### config.mk
export PLATFORM = sky130hd
export DESIGN_NAME = evcnt_top
export DESIGN_NICKNAME = d
export VERILOG_FILES = /design/src/rtl/evcnt_pkg.sv /design/src/rtl/evcnt_edge.sv /design/src/rtl/evcnt_core.sv /design/src/rtl/evcnt_regif.sv /design/src/rtl/evcnt_top.sv
export SDC_FILE = /design/constraint.sdc
export NUM_CORES = 1
export LEC_CHECK = 0
export ABC_AREA = 1
export BUFFER_PORTS_ARGS = -buffer_cell sky130_fd_sc_hd__buf_4
export CORE_MARGIN = 2
export CORE_UTILIZATION = 45
export DETAILED_ROUTE_END_ITERATION = 10
export PLACE_DENSITY = 0.74
export SETUP_SLACK_MARGIN = 0.02
export SYNTH_ARGS = -nofsm -noshare
export SYNTH_HDL_FRONTEND = slang
export SYNTH_SLANG_ARGS = --single-unit
### constraint.sdc
create_clock -name clk_i -period 1.7 [get_ports clk_i]
set_clock_uncertainty 0.15 [all_clocks]
set_input_delay 0.34 -clock clk_i [delete_from_list [all_inputs] [get_ports clk_i]]
set_output_delay 0.34 -clock clk_i [all_outputs]
set_load 0.02 [all_outputs]
### src/rtl/evcnt_pkg.sv
package evcnt_pkg;
  typedef enum logic [1:0] {
    SEL_NONE,
    SEL_LO,
    SEL_HI,
    SEL_CTL
  } reg_sel_e;
endpackage

### src/rtl/evcnt_edge.sv
module evcnt_edge #(
  parameter int SYNC_STAGES = 2
) (
  input  logic clk_i,
  input  logic rst_ni,
  input  logic evt_i,
  output logic rise_o
);
  localparam int PIPE_W = SYNC_STAGES + 1;

  logic [PIPE_W-1:0] pipe_q;

  always_ff @(posedge clk_i or negedge rst_ni) begin
    if (!rst_ni) pipe_q <= '0;
    else         pipe_q <= {pipe_q[PIPE_W-2:0], evt_i};
  end

  // synchronized level vs its registered previous value
  assign rise_o = pipe_q[PIPE_W-2] & ~pipe_q[PIPE_W-1];
endmodule

### src/rtl/evcnt_core.sv
module evcnt_core #(
  parameter int CNT_W = 10
) (
  input  logic             clk_i,
  input  logic             rst_ni,
  input  logic             rise_i,
  input  logic             load_en_i,
  input  logic [CNT_W-1:0] load_val_i,
  output logic [CNT_W-1:0] cnt_o,
  output logic             wrap_o
);
  localparam logic [CNT_W-1:0] CNT_MAX = '1;

  logic [CNT_W-1:0] cnt_q;

  always_ff @(posedge clk_i or negedge rst_ni) begin
    if (!rst_ni)        cnt_q <= '0;
    else if (load_en_i) cnt_q <= load_val_i;  // bus write wins
    else if (rise_i)    cnt_q <= cnt_q + 1'b1;
  end

  assign wrap_o = rise_i & ~load_en_i & (cnt_q == CNT_MAX);
  assign cnt_o  = cnt_q;
endmodule

### src/rtl/evcnt_regif.sv
module evcnt_regif
  import evcnt_pkg::*;
#(
  parameter int              CNT_W    = 10,
  parameter int              BUS_W    = 8,
  parameter int              ADDR_W   = 8,
  parameter logic [ADDR_W-1:0] ADDR_LO  = 8'hA3,
  parameter logic [ADDR_W-1:0] ADDR_HI  = 8'hA4,
  parameter logic [ADDR_W-1:0] ADDR_CTL = 8'hA5
) (
  input  logic              clk_i,
  input  logic              rst_ni,
  input  logic [ADDR_W-1:0] addr_i,
  input  logic              wr_i,
  input  logic              rd_i,
  input  logic [BUS_W-1:0]  wdata_i,
  input  logic [CNT_W-1:0]  cnt_i,
  input  logic              wrap_i,
  output logic              load_en_o,
  output logic [CNT_W-1:0]  load_val_o,
  output logic [BUS_W-1:0]  rdata_o,
  output logic              flag_o
);
  localparam int HI_W = CNT_W - BUS_W;

  reg_sel_e         sel;
  logic [HI_W-1:0]  hold_q, snap_q;
  logic [BUS_W-1:0] rdata_q;
  logic             flag_q, clr;

  always_comb begin
    if (addr_i == ADDR_LO)       sel = SEL_LO;
    else if (addr_i == ADDR_HI)  sel = SEL_HI;
    else if (addr_i == ADDR_CTL) sel = SEL_CTL;
    else                         sel = SEL_NONE;
  end

  assign load_en_o  = wr_i && (sel == SEL_LO);
  assign load_val_o = {hold_q, wdata_i};
  assign clr        = wr_i && (sel == SEL_CTL) && !wdata_i[0];

  always_ff @(posedge clk_i or negedge rst_ni) begin
    if (!rst_ni) hold_q <= '0;
    else if (wr_i && sel == SEL_HI) hold_q <= wdata_i[HI_W-1:0];
  end

  always_ff @(posedge clk_i or negedge rst_ni) begin
    if (!rst_ni) begin
      rdata_q <= '0;
      snap_q  <= '0;
    end else if (rd_i) begin
      unique case (sel)
        SEL_LO: begin
          rdata_q <= cnt_i[BUS_W-1:0];
          snap_q  <= cnt_i[CNT_W-1:BUS_W];
        end
        SEL_HI:  rdata_q <= {{(BUS_W-HI_W){1'b0}}, snap_q};
        SEL_CTL: rdata_q <= {{(BUS_W-1){1'b0}}, flag_q};
        default: rdata_q <= '0;
      endcase
    end
  end

  // set beats clear
  always_ff @(posedge clk_i or negedge rst_ni) begin
    if (!rst_ni)     flag_q <= 1'b0;
    else if (wrap_i) flag_q <= 1'b1;
    else if (clr)    flag_q <= 1'b0;
  end

  assign rdata_o = rdata_q;
  assign flag_o  = flag_q;
endmodule

### src/rtl/evcnt_top.sv
module evcnt_top #(
  parameter int                CNT_W       = 10,
  parameter int                BUS_W       = 8,
  parameter int                ADDR_W      = 8,
  parameter int                SYNC_STAGES = 2,
  parameter logic [ADDR_W-1:0] ADDR_LO     = 8'hA3,
  parameter logic [ADDR_W-1:0] ADDR_HI     = 8'hA4,
  parameter logic [ADDR_W-1:0] ADDR_CTL    = 8'hA5
) (
  input  logic              clk_i,
  input  logic              rst_ni,
  input  logic              evt_i,
  input  logic [ADDR_W-1:0] addr_i,
  input  logic              wr_i,
  input  logic              rd_i,
  input  logic [BUS_W-1:0]  wdata_i,
  output logic [BUS_W-1:0]  rdata_o,
  output logic              irq_o
);
  logic             rise, load_en, wrap;
  logic [CNT_W-1:0] load_val, cnt_q;

  evcnt_edge #(.SYNC_STAGES(SYNC_STAGES)) u_edge (
    .clk_i(clk_i), .rst_ni(rst_ni), .evt_i(evt_i), .rise_o(rise)
  );

  evcnt_core #(.CNT_W(CNT_W)) u_core (
    .clk_i(clk_i), .rst_ni(rst_ni), .rise_i(rise), .load_en_i(load_en),
    .load_val_i(load_val), .cnt_o(cnt_q), .wrap_o(wrap)
  );

  evcnt_regif #(
    .CNT_W(CNT_W), .BUS_W(BUS_W), .ADDR_W(ADDR_W),
    .ADDR_LO(ADDR_LO), .ADDR_HI(ADDR_HI), .ADDR_CTL(ADDR_CTL)
  ) u_regif (
    .clk_i(clk_i), .rst_ni(rst_ni), .addr_i(addr_i), .wr_i(wr_i), .rd_i(rd_i),
    .wdata_i(wdata_i), .cnt_i(cnt_q), .wrap_i(wrap), .load_en_o(load_en),
    .load_val_o(load_val), .rdata_o(rdata_o), .flag_o(irq_o)
  );
endmodule

[Yosys cells after proc, flatten, opt, wreduce, memory -nomap -nowiden]
Index checks and enable logic that the tools add are counted.
Storage, ports and cells
  output and inout bits: 9
  flip-flop bits (word level): 26
  logic and storage cells: 35
Operators by class
  equal/unequal tests: 7
  bitwise gates (word level): 5
  reductions and logical operators: 8
  mux-type cells: 8
  add/sub/neg operators: 1
Operators with widths (number)
  $eq A8 B8 Y1 const B: 3
  $pmux W8 S3: 1
  $mux W10: 2
  $add A10 B1 Y10 const B: 1
  $eq A10 B10 Y1 const B: 1
  $mux W2: 3
  $eq A2 B2 Y1 const B: 2
  $logic_and A1 B1 Y1: 4
  $reduce_bool A2 Y1: 2
  $and A1 B1 Y1: 3
  $eq A2 B1 Y1 const B: 1
  $mux W1: 2
  $not A1 Y1: 2
  $reduce_and A2 Y1: 1
  $logic_not A1 Y1: 1

[Longest topological paths before layout]
  word-level depth: 10
  depth in mapped cells: 9

[Hierarchy]
Synthesis repeated with hierarchy kept, for this count alone.
Second synthesis, totals
  cells, all modules: 176
  area total of the unflattened synthesis: 1457.6 um^2
Modules (own cells, without submodules)
  evcnt_regif: times used 1, cells each 87, area an instance 744.5 um^2, sequential area each 325.3 um^2
  evcnt_core: times used 1, cells each 84, area an instance 628.1 um^2, sequential area each 250.2 um^2
  evcnt_edge: times used 1, cells each 5, area an instance 85.1 um^2, sequential area each 75.1 um^2

[Least setup slack after synthesis]
No wires, ideal clock.
  path kind: reg2reg
  start: register u_core.cnt_q[0] (netlist: u_core.cnt_o[0])
  end: register u_core.cnt_q[4] (netlist: u_core.cnt_o[4])
  data arrival time: 1.041 ns
  cell stages (with the launch flop): 8
  clock period less this slack: 1.303 ns
  setup time: 0.113 ns
  setup slack: 0.397 ns
  cell sequence: dfrtp_1 ha_1 nand3_1 nor2_1 xor2_1 nand2_1 nand2_1 inv_1
On the way
  longest elaborated chain between the ends: 3
RTL lines
  from (decl): RTL line evcnt_core.sv:14  | logic [CNT_W-1:0] cnt_q;
  from (signal assigned): RTL line evcnt_core.sv:18  | else if (load_en_i) cnt_q <= load_val_i;
  from (signal assigned): RTL line evcnt_core.sv:19  | else if (rise_i) cnt_q <= cnt_q + 1'b1;
  $add A10 B1 Y10: RTL line evcnt_core.sv:19
  $mux W10: RTL line evcnt_core.sv:19
  $mux W10: RTL line evcnt_core.sv:18
Every way passes these cells. The select of a mux whose other input is x is not followed.
A chain may end at the register's enable or synchronous reset.

[Worst setup path after layout]
  start: register u_core.cnt_q[0] (netlist: u_core.cnt_o[0])
  end: register u_regif.flag_q (netlist: u_regif.flag_o)
On the way
  longest elaborated chain between the ends: 3
RTL lines
  $eq A10 B10 Y1 *: RTL line evcnt_core.sv:22  | assign wrap_o = rise_i & ~load_en_i & (cnt_q == CNT_MAX);
  $and A1 B1 Y1 *: RTL line evcnt_core.sv:22
  $mux W1 or $reduce_bool A2 Y1 (tied branches)
  to (signal assigned): RTL line evcnt_regif.sv:66  | if (!rst_ni) flag_q <= 1'b0;
  to (signal assigned): RTL line evcnt_regif.sv:67  | else if (wrap_i) flag_q <= 1'b1;
  to (signal assigned): RTL line evcnt_regif.sv:68  | else if (clr) flag_q <= 1'b0;
  to (decl): RTL line evcnt_regif.sv:29  | logic flag_q, clr;
Mark *: on every way between the ends. The rest lies on a longest branch, timed or not.

==> run_results.csv <==
group,metric,value,unit
run_status,status,"finished clean",
worst_setup_path,critical_path.top_delay_family,"flip-flops",
global_route,antenna_found_initial,0,
power_and_ir_drop,power_per_cell_area,875.0,nW/µm²
synthesis,synth_nets,203,
worst_setup_path,reg2reg_from,"u_core.cnt_o[0]",
worst_setup_path,slowest_delay,450,ps
sta,fin_tns_setup,0,ps
flow_run,cap_violations,0,
floorplanning,num_rows,20,
detailed_routing,drcViolationCount,0,
detailed_routing,firstDrtPassIters,4,
synthesis,ys_seq_elements,26,
cells_and_area,fin_util,56.55,%
floorplanning,fp.coreArea,2978,µm²
sta,drv_slew,0,
placed_design,dp_slack,119.0,ps
cells_and_area,antennaDiodeCount,0,
hold_path,hp-class,"in2reg",
sta,hold_viol_final,0,
global_route,gr-usage-met1,22.61,%
worst_setup_path,path_buf_inv,0,
cells_and_area,nNetsFinal,238,
global_route,global_route.usage.met3,4.585,%
synthesis,synth_seq_area_share,47.14,%
worst_setup_path,crit_fanout,5,
power_and_ir_drop,max-vdd-ir-drop,0.6439,mV
placed_design,dp_hpwl,2063,µm
global_route,met2_usage,28.57,%
global_route,grt_start_max_net_pins,27,
clock_network,clk_latency,320,ps
sta,setup_ws,203.4,ps
hold_path,hold_end,"u_core.cnt_o[7]",
placed_design,portBuffers,29,
global_route,grt_pass1_vias,1096,
clock_network,cts_htree_levels,1,
global_route,track_usage,17.28,%
power_and_ir_drop,leakage,0.9276,nW
clock_network,cts_buffers,3,
worst_setup_path,cp.arrival,1590,ps
floorplanning,die_y,59.38,µm
worst_setup_path,worstSetupStartpointType,"flip-flop",
clock_network,clock_sinks,26,
detailed_routing,routed_wl,2657,µm
worst_setup_path,r2r-end,"u_regif.flag_o",
detailed_routing,routed_via_density,4.726,
cells_and_area,drive_above_1_share,19.07,%
worst_setup_path,critPathSlowestCell,"dfrtp_1",
floorplanning,start_util,46.34,%
worst_setup_path,path_cells,"ha_1 -> nand3_1 -> nor2_1 -> nand4_1 -> o21ai_0",
sta,max_freq,668.2,MHz
sta,post-route-period-util,88.04,%
worst_setup_path,reg2reg_depth,5,
worst_setup_path,end_kind,"flip-flop",
global_route,top_usage_layer,"met2",
power_and_ir_drop,power.total,1.474,mW
sta,slew_headroom,78.30,%
synthesis,synthCells,181,
sta,rsz0062_at_grt,"no",
hold_path,hp-start,"wdata_i[7]",
clock_network,clock_path_buffers,2,
floorplanning,dieWidth,59.38,µm
detailed_routing,drt_iter0_drc,52,
synthesis,ys_warn_count,0,
placed_design,gp_congestion,0.8438,
sta,worst_pin_slew,325.4,ps
cells_and_area,area_delta_synth_final,22.03,%
synthesis,avgSynthCellArea,7.625,µm²
detailed_routing,wl_per_cell,10.71,µm
global_route,grt_pass1_wl,4540,µm
synthesis,yosys.cell_types.count,18,
hold_path,min_path_cells,3,
worst_setup_path,crit_type,"reg2reg",
clock_network,root_buffer,"clkbuf_4",
worst_setup_path,required,1800,ps
detailed_routing,ant_nets,0,
clock_network,cts_tree,"yes",
sta,period_needed,1497,ps
synthesis,netlist_area,1380,µm²
floorplanning,die_area,3526,µm²
sta,setup_viol,0,
clock_network,cts_resized,0,
clock_network,clk_pin_slew,130,ps
global_route,grt_overflow,0,
worst_setup_path,reg2reg_slack,200,ps
floorplanning,io_pins,30,
detailed_routing,vias,1172,
[flip-flops by register name (all words and copies together) (netlist names)]
signal	flops
u_core.cnt_o	10
u_edge.pipe_q	3
u_regif.flag_o	1
u_regif.hold_q	2
u_regif.rdata_o	8
u_regif.snap_q	2
[final cells by class]
type	instances	area, µm²
Timing Repair Buffer	31	237.7
Clock buffer	4	36.28
Tap cell	33	41.29
Inverter	26	97.59
Fill cell	311	1294
Sequential cell	26	650.6
Multi-Input combinational cell	128	620.6
[stage by stage]
stage | std cells | hold WS, ps | instance area, µm²
floorplan | 181 | -105.6 | 1380
global route | 248 | 58.38 | 1684
finish | 248 | 79.68 | 1684
CTS | 248 | 69.58 | 1684
detailed placement | 242 | 117.7 | 1628
global placement | 242 | 116.4 | 1628
[power by group]
group          total, mW  switching (mW)  internal, mW
Combinational      0.350           0.204         0.146
Sequential         0.814           0.106         0.708
Clock              0.310           0.179         0.131
[Yosys cell counts]
| library cell | count | share of area [%] |
|---|---|---|
| o21ai_0 | 3 | 1.1 |
| nand2_2 | 2 | 0.91 |
| nand2_1 | 63 | 17 |
| o21ai_1 | 7 | 2.5 |
| or2_0 | 2 | 0.91 |
| xor2_1 | 4 | 2.5 |
| nand3_1 | 22 | 8.0 |
| a21oi_1 | 2 | 0.73 |
| nor2_4 | 4 | 3.3 |
| nand3_4 | 1 | 1.3 |
| dfrtp_1 | 26 | 47 |
| inv_2 | 1 | 0.27 |
| nor2_1 | 11 | 3.0 |
| ha_1 | 1 | 0.91 |
| inv_1 | 25 | 6.8 |
| nand4_1 | 5 | 2.3 |
| buf_6 | 1 | 0.82 |
| and2_1 | 1 | 0.45 |
[tightest hold or removal path, delay by kind of cell]
family,cells,cell delay [ps]
buffers and inverters,1,80
AND/OR/NAND/NOR,2,110
[cells by family (layout without fill, tap and decap cells)]
family          Yosys count  count (layout)  share of synthesized area [%]
flops                    26              26                          47.14
xor+xnor                  4               4                          2.538
compound gates           12              12                          4.351
buf+inv                  27              61                          7.887
simple gates            111             111                          37.17
fa+ha+maj                 1               1                         0.9065
[timing repair]
action,in CTS,in global routing
hold buffers,2,0
buffers inserted,0,0
hold endpoints to repair,27,0
[per-layer routing]
metal	vias to the layer above	share of wire (%)
met2	23	47
li1	632	-
met1	513	49
met4	0	1.0
met5	-	0
met3	4	3.6
[how the worst max path moves through the flow]
stage,startpoint,to,slack (ps),cells past startpoint
CTS,u_core.cnt_o[0],u_regif.flag_o,190,5
global placement,addr_i[4],u_core.cnt_o[4],140,8
finish,u_core.cnt_o[0],u_regif.flag_o,200,5
global route,u_core.cnt_o[0],u_regif.flag_o,80,5
floorplan,u_core.cnt_o[0],u_core.cnt_o[4],400,7
detailed placement,addr_i[4],u_core.cnt_o[3],120,8
[cell usage in the layout, fill, tap and decap left out]
cell type      synthesis  routed
nand2_1               63      63
buf_4                  0      29
dfrtp_1               26      26
inv_1                 25      25
nand3_1               22      22
nor2_1                11      11
o21ai_1                7       7
nand4_1                5       5
nor2_4                 4       4
xor2_1                 4       4
o21ai_0                3       3
clkbuf_4               0       3
nand2_2                2       2
a21oi_1                2       2
or2_0                  2       2
dlygate4sd3_1          0       2
nand3_4                1       1
inv_2                  1       1
and2_1                 1       1
ha_1                   1       1
clkbuf_8               0       1
Note: power is estimated with default switching activity, not from simulation.
